**config.mk**
```make
export PLATFORM = sky130hd
export DESIGN_NAME = imm_expand
export DESIGN_NICKNAME = d
export VERILOG_FILES = /design/src/rtl/imm_expand_pkg.sv /design/src/rtl/imm_rotr.sv /design/src/rtl/imm_rotbyte_dec.sv /design/src/rtl/imm_split_dec.sv /design/src/rtl/imm_expand.sv
export SDC_FILE = /design/constraint.sdc
export NUM_CORES = 1
export LEC_CHECK = 0
export BUFFER_PORTS_ARGS = -buffer_cell sky130_fd_sc_hd__buf_2
export CORE_AREA = 5 5 98 81
export DETAILED_ROUTE_END_ITERATION = 8
export DIE_AREA = 0 0 103 86
export PLACE_DENSITY = 0.68
export SETUP_SLACK_MARGIN = 0.5
export SLEW_MARGIN = 20
export SYNTH_ARGS = -nofsm -noshare
export SYNTH_HDL_FRONTEND = slang
export SYNTH_SLANG_ARGS = --single-unit
```
**constraint.sdc**
```tcl
create_clock -name clk -period 2.88 [get_ports clk]
set_clock_uncertainty 0.05 [all_clocks]
set_input_delay 0.288 -clock clk [delete_from_list [all_inputs] [get_ports clk]]
set_output_delay 0.288 -clock clk [all_outputs]
set_load 0.1 [all_outputs]
```
**src/rtl/imm_expand_pkg.sv**
```systemverilog
package imm_expand_pkg;
  localparam int WORD_W  = 32;
  localparam int BYTE_W  = 8;
  localparam int FIELD_W = 12;
  localparam int ROT_W   = $clog2(WORD_W);

  typedef enum logic {
    MODE_ROTBYTE = 1'b0,
    MODE_SPLIT   = 1'b1
  } exp_mode_e;

  typedef struct packed {
    logic [WORD_W-1:0] value;
    logic              carry;
    logic              unpred;
  } exp_result_t;
endpackage

```
**src/rtl/imm_rotr.sv**
```systemverilog
// Log-depth right rotator; amount taken modulo the width, zero passes through.
module imm_rotr #(
  parameter int W  = 32,
  parameter int AW = $clog2(W)
) (
  input  logic [W-1:0]  din,
  input  logic [AW-1:0] amt,
  output logic [W-1:0]  dout
);
  logic [W-1:0] stage [AW+1];

  assign stage[0] = din;

  for (genvar s = 0; s < AW; s++) begin : g_stage
    localparam int SH = 1 << s;
    assign stage[s+1] = amt[s] ? {stage[s][SH-1:0], stage[s][W-1:SH]} : stage[s];
  end

  assign dout = stage[AW];
endmodule

```
**src/rtl/imm_rotbyte_dec.sv**
```systemverilog
// Rotated-byte scheme: byte rotated right by twice a 4-bit count.
module imm_rotbyte_dec
  import imm_expand_pkg::*;
(
  input  logic [FIELD_W-1:0] field,
  input  logic               carry_in,
  output exp_result_t        res
);
  localparam int CNT_W = FIELD_W - BYTE_W;

  logic [CNT_W-1:0] count;
  logic [ROT_W-1:0] amount;
  logic [WORD_W-1:0] rotated;

  assign count  = field[FIELD_W-1:BYTE_W];
  assign amount = ROT_W'({count, 1'b0});

  imm_rotr #(.W(WORD_W), .AW(ROT_W)) rot_i (
    .din  ({{(WORD_W-BYTE_W){1'b0}}, field[BYTE_W-1:0]}),
    .amt  (amount),
    .dout (rotated)
  );

  always_comb begin
    res.value  = rotated;
    res.carry  = (count == '0) ? carry_in : rotated[WORD_W-1];
    res.unpred = 1'b0;
  end
endmodule

```
**src/rtl/imm_split_dec.sv**
```systemverilog
// Split-field scheme: lane replication or forced-MSB rotation.
module imm_split_dec
  import imm_expand_pkg::*;
(
  input  logic [FIELD_W-1:0] field,
  input  logic               carry_in,
  output exp_result_t        res
);
  localparam int LANES = WORD_W / BYTE_W;

  logic [BYTE_W-1:0] lane_byte;
  logic [1:0]        top2;
  logic [1:0]        pattern;
  logic [WORD_W-1:0] replicated;
  logic [WORD_W-1:0] rotated;
  logic [LANES-1:0]  lane_on;

  assign lane_byte = field[BYTE_W-1:0];
  assign top2      = field[FIELD_W-1:FIELD_W-2];
  assign pattern   = field[FIELD_W-3:FIELD_W-4];

  always_comb begin
    unique case (pattern)
      2'b00:   lane_on = 4'b0001;
      2'b01:   lane_on = 4'b0101;
      2'b10:   lane_on = 4'b1010;
      default: lane_on = 4'b1111;
    endcase
  end

  for (genvar l = 0; l < LANES; l++) begin : g_lane
    assign replicated[l*BYTE_W +: BYTE_W] = lane_on[l] ? lane_byte : '0;
  end

  imm_rotr #(.W(WORD_W), .AW(ROT_W)) rot_i (
    .din  ({{(WORD_W-BYTE_W){1'b0}}, 1'b1, field[BYTE_W-2:0]}),
    .amt  (field[FIELD_W-1:FIELD_W-ROT_W]),
    .dout (rotated)
  );

  always_comb begin
    if (top2 == 2'b00) begin
      res.value  = replicated;
      res.carry  = carry_in;
      res.unpred = (pattern != 2'b00) && (lane_byte == '0);
    end else begin
      res.value  = rotated;
      res.carry  = rotated[WORD_W-1];
      res.unpred = 1'b0;
    end
  end
endmodule

```
**src/rtl/imm_expand.sv**
```systemverilog
module imm_expand
  import imm_expand_pkg::*;
(
  input  logic        clk,
  input  logic        rst_n,
  input  logic        in_valid,
  output logic        in_ready,
  input  logic [31:0] in_opcode,
  input  logic        in_mode,
  input  logic        in_carry,
  output logic        out_valid,
  input  logic        out_ready,
  output logic [31:0] out_imm,
  output logic        out_carry,
  output logic        out_unpred
);
  logic [FIELD_W-1:0] rot_field;
  logic [FIELD_W-1:0] split_field;
  exp_result_t        rot_res;
  exp_result_t        split_res;
  exp_result_t        sel_res;
  exp_result_t        held;
  logic               take;
  logic               unused_opcode_bits;

  assign rot_field   = in_opcode[FIELD_W-1:0];
  assign split_field = {in_opcode[26], in_opcode[14:12], in_opcode[7:0]};
  assign unused_opcode_bits = ^{in_opcode[31:27], in_opcode[25:15]};

  imm_rotbyte_dec rotbyte_i (
    .field    (rot_field),
    .carry_in (in_carry),
    .res      (rot_res)
  );

  imm_split_dec split_i (
    .field    (split_field),
    .carry_in (in_carry),
    .res      (split_res)
  );

  assign sel_res  = (exp_mode_e'(in_mode) == MODE_SPLIT) ? split_res : rot_res;
  assign in_ready = !out_valid || out_ready;
  assign take     = in_valid && in_ready;

  always_ff @(posedge clk) begin
    if (!rst_n) begin
      out_valid <= 1'b0;
      held      <= '0;
    end else if (take) begin
      out_valid <= 1'b1;
      held      <= sel_res;
    end else if (out_ready) begin
      out_valid <= 1'b0;
    end
  end

  assign out_imm    = held.value;
  assign out_carry  = held.carry;
  assign out_unpred = held.unpred;
endmodule

```
==> out/results.md <==
| Metric | Reported |
|---|---|
| Initial standard-cell utilization of the core | 0.438 |
| Post-Place Setup Slack | 0.610 ns |
| Final core utilization | 0.488 |
| Library cell with the highest instance count after synthesis | sky130_fd_sc_hd__dfxtp_1 |
| Tightest slew margin relative to the limit | 0.519 |
| Number of global-route vias before repair | 3,164 |
| Number of CTS-inserted buffers | 5 |
| CTS Buffer Depth | 2 |
| Top-area cell type share of the netlist area | 0.234 |
| Depth of the worst hold-timing path | 3 |
| Flop pwr share | 0.330 |
| Top area cells in the synthesized netlist | sky130_fd_sc_hd__dfxtp_1 23%, sky130_fd_sc_hd__mux2i_1 5.7%, sky130_fd_sc_hd__a21oi_1 5.2% |
| Setup TNS | 0 ns |
| Max-capacitance violation count | 0 |
| DRT Wirelength | 11,300 um |
| Area post-placement | 3230 um2 |
| Detailed-placement wirelength estimate | 8210 um |
| Cell repeated most along the worst path | sky130_fd_sc_hd__mux2i_1 |
| Multi-input combinational cell area | 2060 um2 |
| Ys Warns | 0 |
| Number of cells on the worst reg-to-reg path | 5 |
| Unrepaired setup endpoints after global routing | no |
| Maximum fanout along the worst path | 15 |
| Placer Congestion | 0.962 |
| Count of buffers from port buffering | 57 |
| EDFF count, synth | 0 |
| Class of the most critical hold timing path | input port to flop |
| Clk_lat worst skew | 0.29 ns |
| Leakage power | 1.35 nW |
| Layout cells sized above 1 | 0.208 |
| Syn nets | 441 |
| Internal portion of total power | 886 uW |
| Critical path launch point type | input port |
| Layout overhead on the synthesized area | 11.3% |
| Final WS setup | 0.862 ns |
| Crit share post-route | 0.701 |
| CTS root buf | sky130_fd_sc_hd__clkbuf_8 |
| Wire length of the first global-routing pass | 17,600 um |
| Worst path cell trace | buf_2 -> buf_4 -> mux2i_1 -> mux2i_1 -> a221oi_1 -> o31ai_1 |
| Number of iterations in the first detailed-routing pass | 5 |
| Die Wd | 103 um |
| Seq. cell area | 702 um2 |
| Setup-violating endpoint count in the final report | 0 |
| Total core area | 6820 um2 |
| Number of hold-repair buffers added at the cts stage | 0 |
| Net switching power | 734 uW |
| H-tree level count | 2 |
| Synth Area per Inst | 7.42 um2 |
| Switching power share of the total | 0.453 |
| Post-synthesis simple-gate area fraction | 0.272 |
| Highest cell delay on the worst timing path | 0.48 ns |
| Outcome | completed |
| Final-layout worst hold slack | 0.188 ns |
| Core Rows | 27 |
| Largest area contributor in the synthesized netlist | sky130_fd_sc_hd__dfxtp_1 |
| Clock Power Share | 0.252 |
| Post-DR wirelength/cell | 21.7 um |
| Share of synthesized area occupied by flip-flops and latches | 0.234 |
| Syn Std Cell Area | 2990 um2 |
| Routed via count | 3,468 |
| Post-layout total power | 1.62 mW |
| Clock tree from TritonCTS | built |
| Worst IR drop on VDD | 0.304 mV |
| Resized Gates After CTS | 0 |
| Combinational family with the most area after synthesis | compound AO/OA/AOI/OAI gates |
| Hold Violations, Final | 0 |
| Comb power frac | 0.418 |
| Final standard cell area without fillers | 3330 um2 |
| Remaining design rule violation count | 0 |
| Synth cell count leaders | 35 x sky130_fd_sc_hd__dfxtp_1, 33 x sky130_fd_sc_hd__nand2_1, 31 x sky130_fd_sc_hd__a21oi_1, 31 x sky130_fd_sc_hd__o21ai_0, 29 x sky130_fd_sc_hd__nor2_1 |
| Combined global-route utilization of all metal layers | 0.255 |
| Die area | 8860 um2 |
| Remaining number of nets flagged by the antenna check after routing | 0 |
| Number of antenna violations at the first check in global routing | 0 |
| Filler Cells Inserted | 727 |
| Proportion of register bits with asynchronous set or reset after synthesis | 0 |
| Fraction of the mapped netlist area in compound gates | 0.336 |
| Post-synthesis cell count | 403 |
| Violation count after the first detailed-route iteration | 342 |
| Number of sinks driven by the clock tree | 35 |
| Final number of max-transition violations | 0 |
| Post-synthesis xor/xnor area fraction | 0 |
| Highest clock rate | 495 MHz |
| Non-filler cells in the finished layout | 519 |
| Crit path time final | 2.02 ns |
| Worst EP arrival | 2.14 ns |
| Number of top-level pins | 74 |
| Path type of the worst setup path | input port to flop |
| Remaining Overflow, GRT | 0 |
| Adder-cell share of the synthesized area | 0 |
| Placed instance count | 511 |
| Post-DR vias/cell | 6.68 |
| Clock transition at the register clock pins on the worst setup and hold paths after CTS | 0.08 ns |
| Diode count | 0 |
| Dominant synthesized flop cell | sky130_fd_sc_hd__dfxtp_1 |
| Total number of nets in the final design | 469 |
| Required time worst endpoint | 3.00 ns |
| Number of library cell types mapped by synthesis | 64 |
| Slowest CP cell | sky130_fd_sc_hd__mux2i_1 |
| Largest net degree at the start of global routing | 44 |
| Portion of netlist area occupied by mux cells | 0.0803 |
| Worst slew pin tran | 0.719 ns |
| Category of the worst setup path capture point | flop |
| Die Ht | 86 um |
| Power Density | 487 nW/um2 |
| Register bit total from synthesis | 35 |
| Post-CTS Setup Repair Bufs | 0 |
[power groups by stage]
stage               Sequential, mW  Combinational [mW]  Clock, mW
floorplan                    0.794               0.281          0
global placement             0.544               0.667          0
detailed placement           0.545               0.665          0
CTS                          0.535               0.667      0.410
global route                 0.539               0.711      0.437
finish                       0.534               0.678      0.408
[cell usage in the layout, fill, tap and decap left out, types with 6 or more instances in the layout]
master | netlist | routed
sky130_fd_sc_hd__dfxtp_1 | 35 | 34
sky130_fd_sc_hd__a21oi_1 | 31 | 31
sky130_fd_sc_hd__a211oi_1 | 6 | 6
sky130_fd_sc_hd__o22ai_1 | 7 | 7
sky130_fd_sc_hd__a221oi_1 | 6 | 6
sky130_fd_sc_hd__nor3_1 | 14 | 14
sky130_fd_sc_hd__mux2i_1 | 17 | 17
sky130_fd_sc_hd__o221ai_1 | 6 | 6
sky130_fd_sc_hd__nor2_1 | 29 | 29
sky130_fd_sc_hd__o211a_1 | 6 | 6
sky130_fd_sc_hd__a31oi_1 | 11 | 11
sky130_fd_sc_hd__o21ai_0 | 31 | 31
sky130_fd_sc_hd__nor2b_1 | 9 | 9
sky130_fd_sc_hd__nor4_1 | 6 | 6
sky130_fd_sc_hd__clkbuf_8 | 0 | 7
sky130_fd_sc_hd__buf_2 | 19 | 57
sky130_fd_sc_hd__nand3_1 | 19 | 19
sky130_fd_sc_hd__nand2_1 | 33 | 33
sky130_fd_sc_hd__nand2b_1 | 16 | 15
sky130_fd_sc_hd__a32oi_1 | 6 | 6
sky130_fd_sc_hd__buf_4 | 2 | 7
[registers in the layout (all words and copies together), names as in the netlist]
| name | count |
|---|---|
| out_valid | 1 |
| out_imm | 32 |
| out_carry | 1 |
| out_unpred | 1 |
[path summary, 6_finish.rpt]
path                                   start          end  slack (ns)
worst min register to register    out_imm[2]   out_imm[2]        0.43
worst min-delay path                in_valid    out_valid        0.19
worst max-delay path            in_opcode[7]  out_imm[18]        0.86
worst max register to register     out_valid  out_imm[19]        1.16
[routing by layer]
layer,part of all wire,vias up,GRT usage,wire length (um)
met5,0,-,0,0
met4,0.017,0,0.0553,191
met3,0.10,22,0.0593,1170
met2,0.43,202,0.377,4890
met1,0.44,1648,0.375,5010
li1,-,1596,-,-
[critical path: cells and delay by family]
kind	cells	cell delay, ns
buf+inv	2	0.61
compound gates	2	0.54
mux	2	0.70
[logic make-up (layout without fill, tap and decap cells)]
family | after synthesis | after routing
and+or+nand+nor | 153 | 153
AOI/OAI and AO/OA | 146 | 146
buffers and inverters | 47 | 76
DFF | 35 | 35
muxes | 22 | 22
[final cells by class]
type	instances	area share
tap	87	0.0327
clock inverter	1	0.00225
sequential	35	0.211
inverter	4	0.00451
clock buffer	7	0.0289
multi-input combinational	321	0.619
timing repair buffer	64	0.101
No activity file was read; power rests on OpenSTA's default activity.
